--- src/rtl/wdog_esc_pkg.sv ---
package wdog_esc_pkg;

    // Bit positions inside the status readback and the clear mask
    localparam int FLAG_W   = 2;
    localparam int BIT_PEND = 0;
    localparam int BIT_ARM  = 1;

    typedef enum logic [1:0] {
        RK_NONE = 2'b00,
        RK_CORE = 2'b01,
        RK_CHIP = 2'b10,
        RK_SYS  = 2'b11
    } rst_kind_e;

    typedef struct packed {
        logic armed;
        logic pend;
    } wd_flags_t;

    // Position of the time-base bit watched for a given period select
    function automatic int tap_pos(input int sel, input int lo, input int step);
        return lo + sel * step;
    endfunction

    function automatic logic [FLAG_W-1:0] flags_to_bits(input wd_flags_t f);
        logic [FLAG_W-1:0] b;
        b = '0;
        b[BIT_ARM]  = f.armed;
        b[BIT_PEND] = f.pend;
        return b;
    endfunction

endpackage

--- src/rtl/wdog_tap_edge.sv ---
module wdog_tap_edge #(
    parameter int TB_W     = 16,
    parameter int SEL_W    = 2,
    parameter int TAP_LO   = 4,
    parameter int TAP_STEP = 3
) (
    input  logic             clk,
    input  logic             rst,
    input  logic [TB_W-1:0]  tbase_i,
    input  logic [SEL_W-1:0] period_sel,
    output logic             timeout_o
);
    import wdog_esc_pkg::*;

    localparam int NTAPS = 2 ** SEL_W;

    logic [NTAPS-1:0] taps;
    logic             cur_bit;
    logic             prev_bit;
    logic             unused_tb;

    for (genvar g = 0; g < NTAPS; g++) begin : g_tap
        localparam int POS = tap_pos(g, TAP_LO, TAP_STEP);
        assign taps[g] = tbase_i[POS];
    end

    assign unused_tb = ^tbase_i;
    assign cur_bit   = taps[period_sel];

    // During reset the history follows the input, so a bit that is already
    // high when reset lifts is not taken as an edge.
    always_ff @(posedge clk) begin
        prev_bit <= cur_bit;
    end

    assign timeout_o = cur_bit & ~prev_bit & ~rst;

endmodule

--- src/rtl/wdog_flag_fsm.sv ---
module wdog_flag_fsm
    import wdog_esc_pkg::*;
(
    input  logic              clk,
    input  logic              rst,
    input  logic              timeout_i,
    input  logic              clr_we,
    input  logic [FLAG_W-1:0] clr_data,
    output wd_flags_t         flags_o,
    output logic              fire_o
);
    wd_flags_t flags_q;
    wd_flags_t flags_d;
    logic      set_arm;
    logic      set_pend;
    logic      clr_arm;
    logic      clr_pend;

    // Hardware sets, decided on the flag values from before this cycle
    assign set_arm  = timeout_i & ~flags_q.armed;
    assign set_pend = timeout_i &  flags_q.armed & ~flags_q.pend;
    assign fire_o   = timeout_i &  flags_q.armed &  flags_q.pend;

    assign clr_arm  = clr_we & clr_data[BIT_ARM];
    assign clr_pend = clr_we & clr_data[BIT_PEND];

    always_comb begin
        flags_d = flags_q;
        if (clr_arm)  flags_d.armed = 1'b0;
        if (clr_pend) flags_d.pend  = 1'b0;
        if (set_arm)  flags_d.armed = 1'b1;
        if (set_pend) flags_d.pend  = 1'b1;
    end

    always_ff @(posedge clk) begin
        if (rst) flags_q <= '0;
        else     flags_q <= flags_d;
    end

    assign flags_o = flags_q;

endmodule

--- src/rtl/wdog_rst_req.sv ---
module wdog_rst_req
    import wdog_esc_pkg::*;
(
    input  logic      clk,
    input  logic      rst,
    input  logic      fire_i,
    input  rst_kind_e kind_i,
    output rst_kind_e req_o,
    output rst_kind_e last_o
);
    rst_kind_e req_q;
    rst_kind_e last_q;

    always_ff @(posedge clk) begin
        if (rst) begin
            req_q  <= RK_NONE;
            last_q <= RK_NONE;
        end else begin
            req_q <= fire_i ? kind_i : RK_NONE;
            if (req_q != RK_NONE) last_q <= req_q;
        end
    end

    assign req_o  = req_q;
    assign last_o = last_q;

endmodule

--- src/rtl/wdog_escalator.sv ---
module wdog_escalator
    import wdog_esc_pkg::*;
#(
    parameter int TB_W     = 16,
    parameter int SEL_W    = 2,
    parameter int TAP_LO   = 4,
    parameter int TAP_STEP = 3
) (
    input  logic              clk,
    input  logic              rst,
    input  logic [TB_W-1:0]   tbase_i,
    input  logic [SEL_W-1:0]  period_sel,
    input  logic              irq_en,
    input  logic [1:0]        rst_ctl,
    input  logic              clr_we,
    input  logic [FLAG_W-1:0] clr_data,
    output logic [FLAG_W-1:0] status_o,
    output logic              irq_o,
    output logic [1:0]        rst_req_o,
    output logic [1:0]        last_rst_o
);
    logic      to_evt;
    logic      fire;
    wd_flags_t flags;
    rst_kind_e req_k;
    rst_kind_e last_k;
    logic      armed_q;
    logic      pend_q;

    wdog_tap_edge #(
        .TB_W    (TB_W),
        .SEL_W   (SEL_W),
        .TAP_LO  (TAP_LO),
        .TAP_STEP(TAP_STEP)
    ) u_tap (
        .clk       (clk),
        .rst       (rst),
        .tbase_i   (tbase_i),
        .period_sel(period_sel),
        .timeout_o (to_evt)
    );

    wdog_flag_fsm u_fsm (
        .clk      (clk),
        .rst      (rst),
        .timeout_i(to_evt),
        .clr_we   (clr_we),
        .clr_data (clr_data),
        .flags_o  (flags),
        .fire_o   (fire)
    );

    wdog_rst_req u_req (
        .clk   (clk),
        .rst   (rst),
        .fire_i(fire),
        .kind_i(rst_kind_e'(rst_ctl)),
        .req_o (req_k),
        .last_o(last_k)
    );

    assign armed_q    = flags.armed;
    assign pend_q     = flags.pend;
    assign status_o   = flags_to_bits(flags);
    assign irq_o      = flags.pend & irq_en;
    assign rst_req_o  = req_k;
    assign last_rst_o = last_k;

endmodule

--- config.mk ---
export PLATFORM = sky130hd
export DESIGN_NAME = wdog_escalator
export DESIGN_NICKNAME = d
export VERILOG_FILES = /design/src/rtl/wdog_esc_pkg.sv /design/src/rtl/wdog_tap_edge.sv /design/src/rtl/wdog_flag_fsm.sv /design/src/rtl/wdog_rst_req.sv /design/src/rtl/wdog_escalator.sv
export SDC_FILE = /design/constraint.sdc
export NUM_CORES = 1
export LEC_CHECK = 0
export BUFFER_PORTS_ARGS = -buffer_cell sky130_fd_sc_hd__clkbuf_2
export CORE_AREA = 2 2 39 41
export DETAILED_ROUTE_END_ITERATION = 10
export DIE_AREA = 0 0 41 43
export HOLD_SLACK_MARGIN = 0.06
export PLACE_DENSITY = 0.57
export SLEW_MARGIN = 20
export SYNTH_ARGS = -nofsm -noshare
export SYNTH_HDL_FRONTEND = slang
export SYNTH_SLANG_ARGS = --single-unit
--- constraint.sdc ---
create_clock -name clk -period 1.2 [get_ports clk]
set_clock_uncertainty 0.2 [all_clocks]
set_input_delay 0.18 -clock clk [delete_from_list [all_inputs] [get_ports clk]]
set_output_delay 0.18 -clock clk [all_outputs]
set_load 0.005 [all_outputs]
==> results.md <==
- Hold Crit Class: primary input to register
- Worst rel slew slack: 0.776
- Hold Slack: 0.147 ns
- Internal power component: approximately 0.45 mW
- Die ar.: approximately 1800 sq um
- NetSw: about 0.14 mW
- Clk slew on worst S/H paths: about 0.050 ns
- Gr usage total: 0.113
- Drt via density: 4.40
- Post-synth cell types: 17
- # IOs: 33
- Final HPWL DP: approximately 560 microns
- CP Class: register to output pin
- Most frequent cells in the layout: 18 x clkbuf_2, 7 x dlygate4sd3_1, 5 x dfxtp_1
- Synth Net Count: 55
- Reg2reg end: u_fsm.flags_o[0]$_SDFFE_PP0P_
- Final Util: 0.420
- Critical path startpoint category: register
- Via count: roughly 350
- Yosys reg bits: 7
- Commonest non-fill, non-tap cell in the layout: clkbuf_2
- Hold Crit Start: tbase_i[10]
- R2R Path Start: u_fsm.flags_o[1]$_SDFFE_PP0P_
- Hold Vio Cnt, Final: 0
- Longest Clk Path Bufs: 2
- Worst setup EP type: output pin
- Pwr/cell area: 1010 nW/um^2
- Critical path's largest stage delay: 0.33 ns
- Core area: between 1000 and 1500 sq um
- Port Buffers: 20
- Result of the run: complete, but fails checks
- Max VDD drop: approximately 610 uV
- Number of synthesis warnings: 0
- Worst EP required: between 0.8 and 0.9 ns
- Layout cells sized above 1: 0.516
- Area Growth Syn to Fin: 97.0%
- CTS Buf Count: 3
- Sequential area share after synthesis: 0.475
- Final Wtd Congestion: between 0.6 and 0.7
- WL per Instance: 10.0 microns
- Placed Area: between 400 and 500 sq um
- Hold EP: u_tap.prev_bit$_DFF_P_
- Failing checks: setup timing
- Clock root buffer master: clkbuf_4
- Logic pwr share: 0.206
- Total power: just under 0.6 mW
- Switching Share: 0.238
- Min cycle time layout: between 1 and 1.5 ns
- RSZ-0062 raised after global routing: true
- Starting Density: 0.213
- Fin area: around 580 sq um
- Initial DRC count: 7
- TritonCTS clock tree: built
- Post-Route WL: 801 microns
- FF-to-FF path depth: 3
- Synthesized area per cell: between 10 and 15 sq um
- Crit-path max FO: 4
- Crit-path cells: and2_4, clkbuf_2
- Slew Limit Fails: 0
- Pre-Repair DR Iteration Count: 3
- Number of clock sinks: 7
- Mapped Area: 295 sq um
- Die Span X: approximately 40 microns
- Chip height: around 43 microns
- Post-Place Cells: 68
- Dpl ws: -0.121 ns
- # diodes: 0
- Layout Cells excl Fill: 80
- Max_cap viols: 0
- First-pass GRT wire length: around 1300 microns
- H-Tree Depth: 1
- TNS Setup: -0.000464 ns
- Initial antenna violation count: 0
- Total gr overflow: 0
- P_leak: 0.269 nW
- Vias in the first global route: ~340
- Clock power share: 0.366
- Pin count of the biggest net entering global routing: 6
- R2R setup slack: approximately 0.04 ns
- Syn Inst Count: 29
- Clock Latency Late Sink: ~0.25 ns
- Antenna-violating nets left: 0
- Worst setup margin: -0.000464 ns
- Hold Path Cell Cnt: 4
- Fin crit share: 1.00
- Final setup fails: 1
- Fmax: between 800 and 900 MHz
- Sequential power share: 0.428
- Crit-path slowest cell: dfxtp_2
- Actual slew at the worst max-slew pin: about 0.33 ns
- NumNets Final: 91
- # DRC: 0
- Worst EP arrival: slightly above 0.8 ns
- Row count: 14
flip-flops by register name, summed over array words and instances (netlist names):
signal and cells:
u_req.req_o 2, u_req.last_o 2, u_fsm.flags_o 2, u_tap.prev_bit 1
cell type report:
class | count | area [sq um]
Multi-Input combinational cell | 21 | 173
Clock buffer | 4 | 26.3
Inverter | 1 | 3.75
Timing Repair Buffer | 31 | 216
Tap cell | 16 | 20.0
Fill cell | 142 | 802
Sequential cell | 7 | 143
worst max-delay path by stage:
stage / from / cells past startpoint / endpoint / slack, ns
5_1_grt: u_fsm.flags_o[0]$_SDFFE_PP0P_ / 2 / irq_o / -0.04
2_1_floorplan: period_sel[0] / 3 / u_fsm.flags_o[0]$_SDFFE_PP0P_ / 0.11
6_report: u_fsm.flags_o[0]$_SDFFE_PP0P_ / 2 / irq_o / -0.0005
4_1_cts: u_fsm.flags_o[1]$_SDFFE_PP0P_ / 2 / status_o[1] / 0.003
3_5_place_dp: period_sel[0] / 4 / u_fsm.flags_o[0]$_SDFFE_PP0P_ / -0.12
3_3_place_gp: period_sel[0] / 4 / u_fsm.flags_o[0]$_SDFFE_PP0P_ / -0.11
routing by layer:
| layer | track usage | part of all wire | up-vias |
|---|---|---|---|
| li1 | - | - | 179 |
| met1 | 0.126 | 0.43 | 156 |
| met2 | 0.163 | 0.48 | 17 |
| met3 | 0.0785 | 0.087 | 0 |
| met4 | 0.0400 | 0 | 0 |
| met5 | 0 | 0 | - |
cells by family (layout without fill, tap and decap cells):
family	after synthesis	in the layout	synth area share
AOI/OAI and AO/OA	7	7	0.174
muxes	3	3	0.102
DFF	7	7	0.475
buffers and inverters	1	36	0.0127
and+or+nand+nor	11	11	0.237
cells in the mapped netlist, drive strengths merged:
cell	n	area share
and2	1	0.021
mux2i	3	0.10
o22ai	1	0.042
nor4b	1	0.030
and4	2	0.059
a21oi	2	0.034
or2	1	0.021
nor2b	1	0.021
nand2	1	0.013
o31a	1	0.030
nor2	1	0.013
a31oi	2	0.042
inv	1	0.013
nor3	1	0.017
dfxtp	7	0.47
o21a	1	0.025
nand2b	2	0.042
power groups by stage:
stage | logic [mW] | registers [mW] | clock network, mW
floorplan | 0.0294 | 0.255 | 0
global placement | 0.0792 | 0.254 | 0
detailed placement | 0.0806 | 0.254 | 0
CTS | 0.107 | 0.249 | 0.226
global route | 0.135 | 0.254 | 0.245
finish | 0.121 | 0.253 | 0.216
timing repair:
action | in CTS | in global routing
gates resized for setup | 2 | 7
hold buffers | 7 | 0
hold endpoints to repair | 7 | 0
pin swaps | 0 | 3
setup buffers | 2 | 0
setup endpoints to repair | 2 | 6
critical path, delay by kind of cell (launching register included):
family	cells	cell delay, ns
buffers and inverters	1	0.10
flip-flops	1	0.33
AND/OR/NAND/NOR	1	0.14
Note: power is estimated with default switching activity, not from simulation.
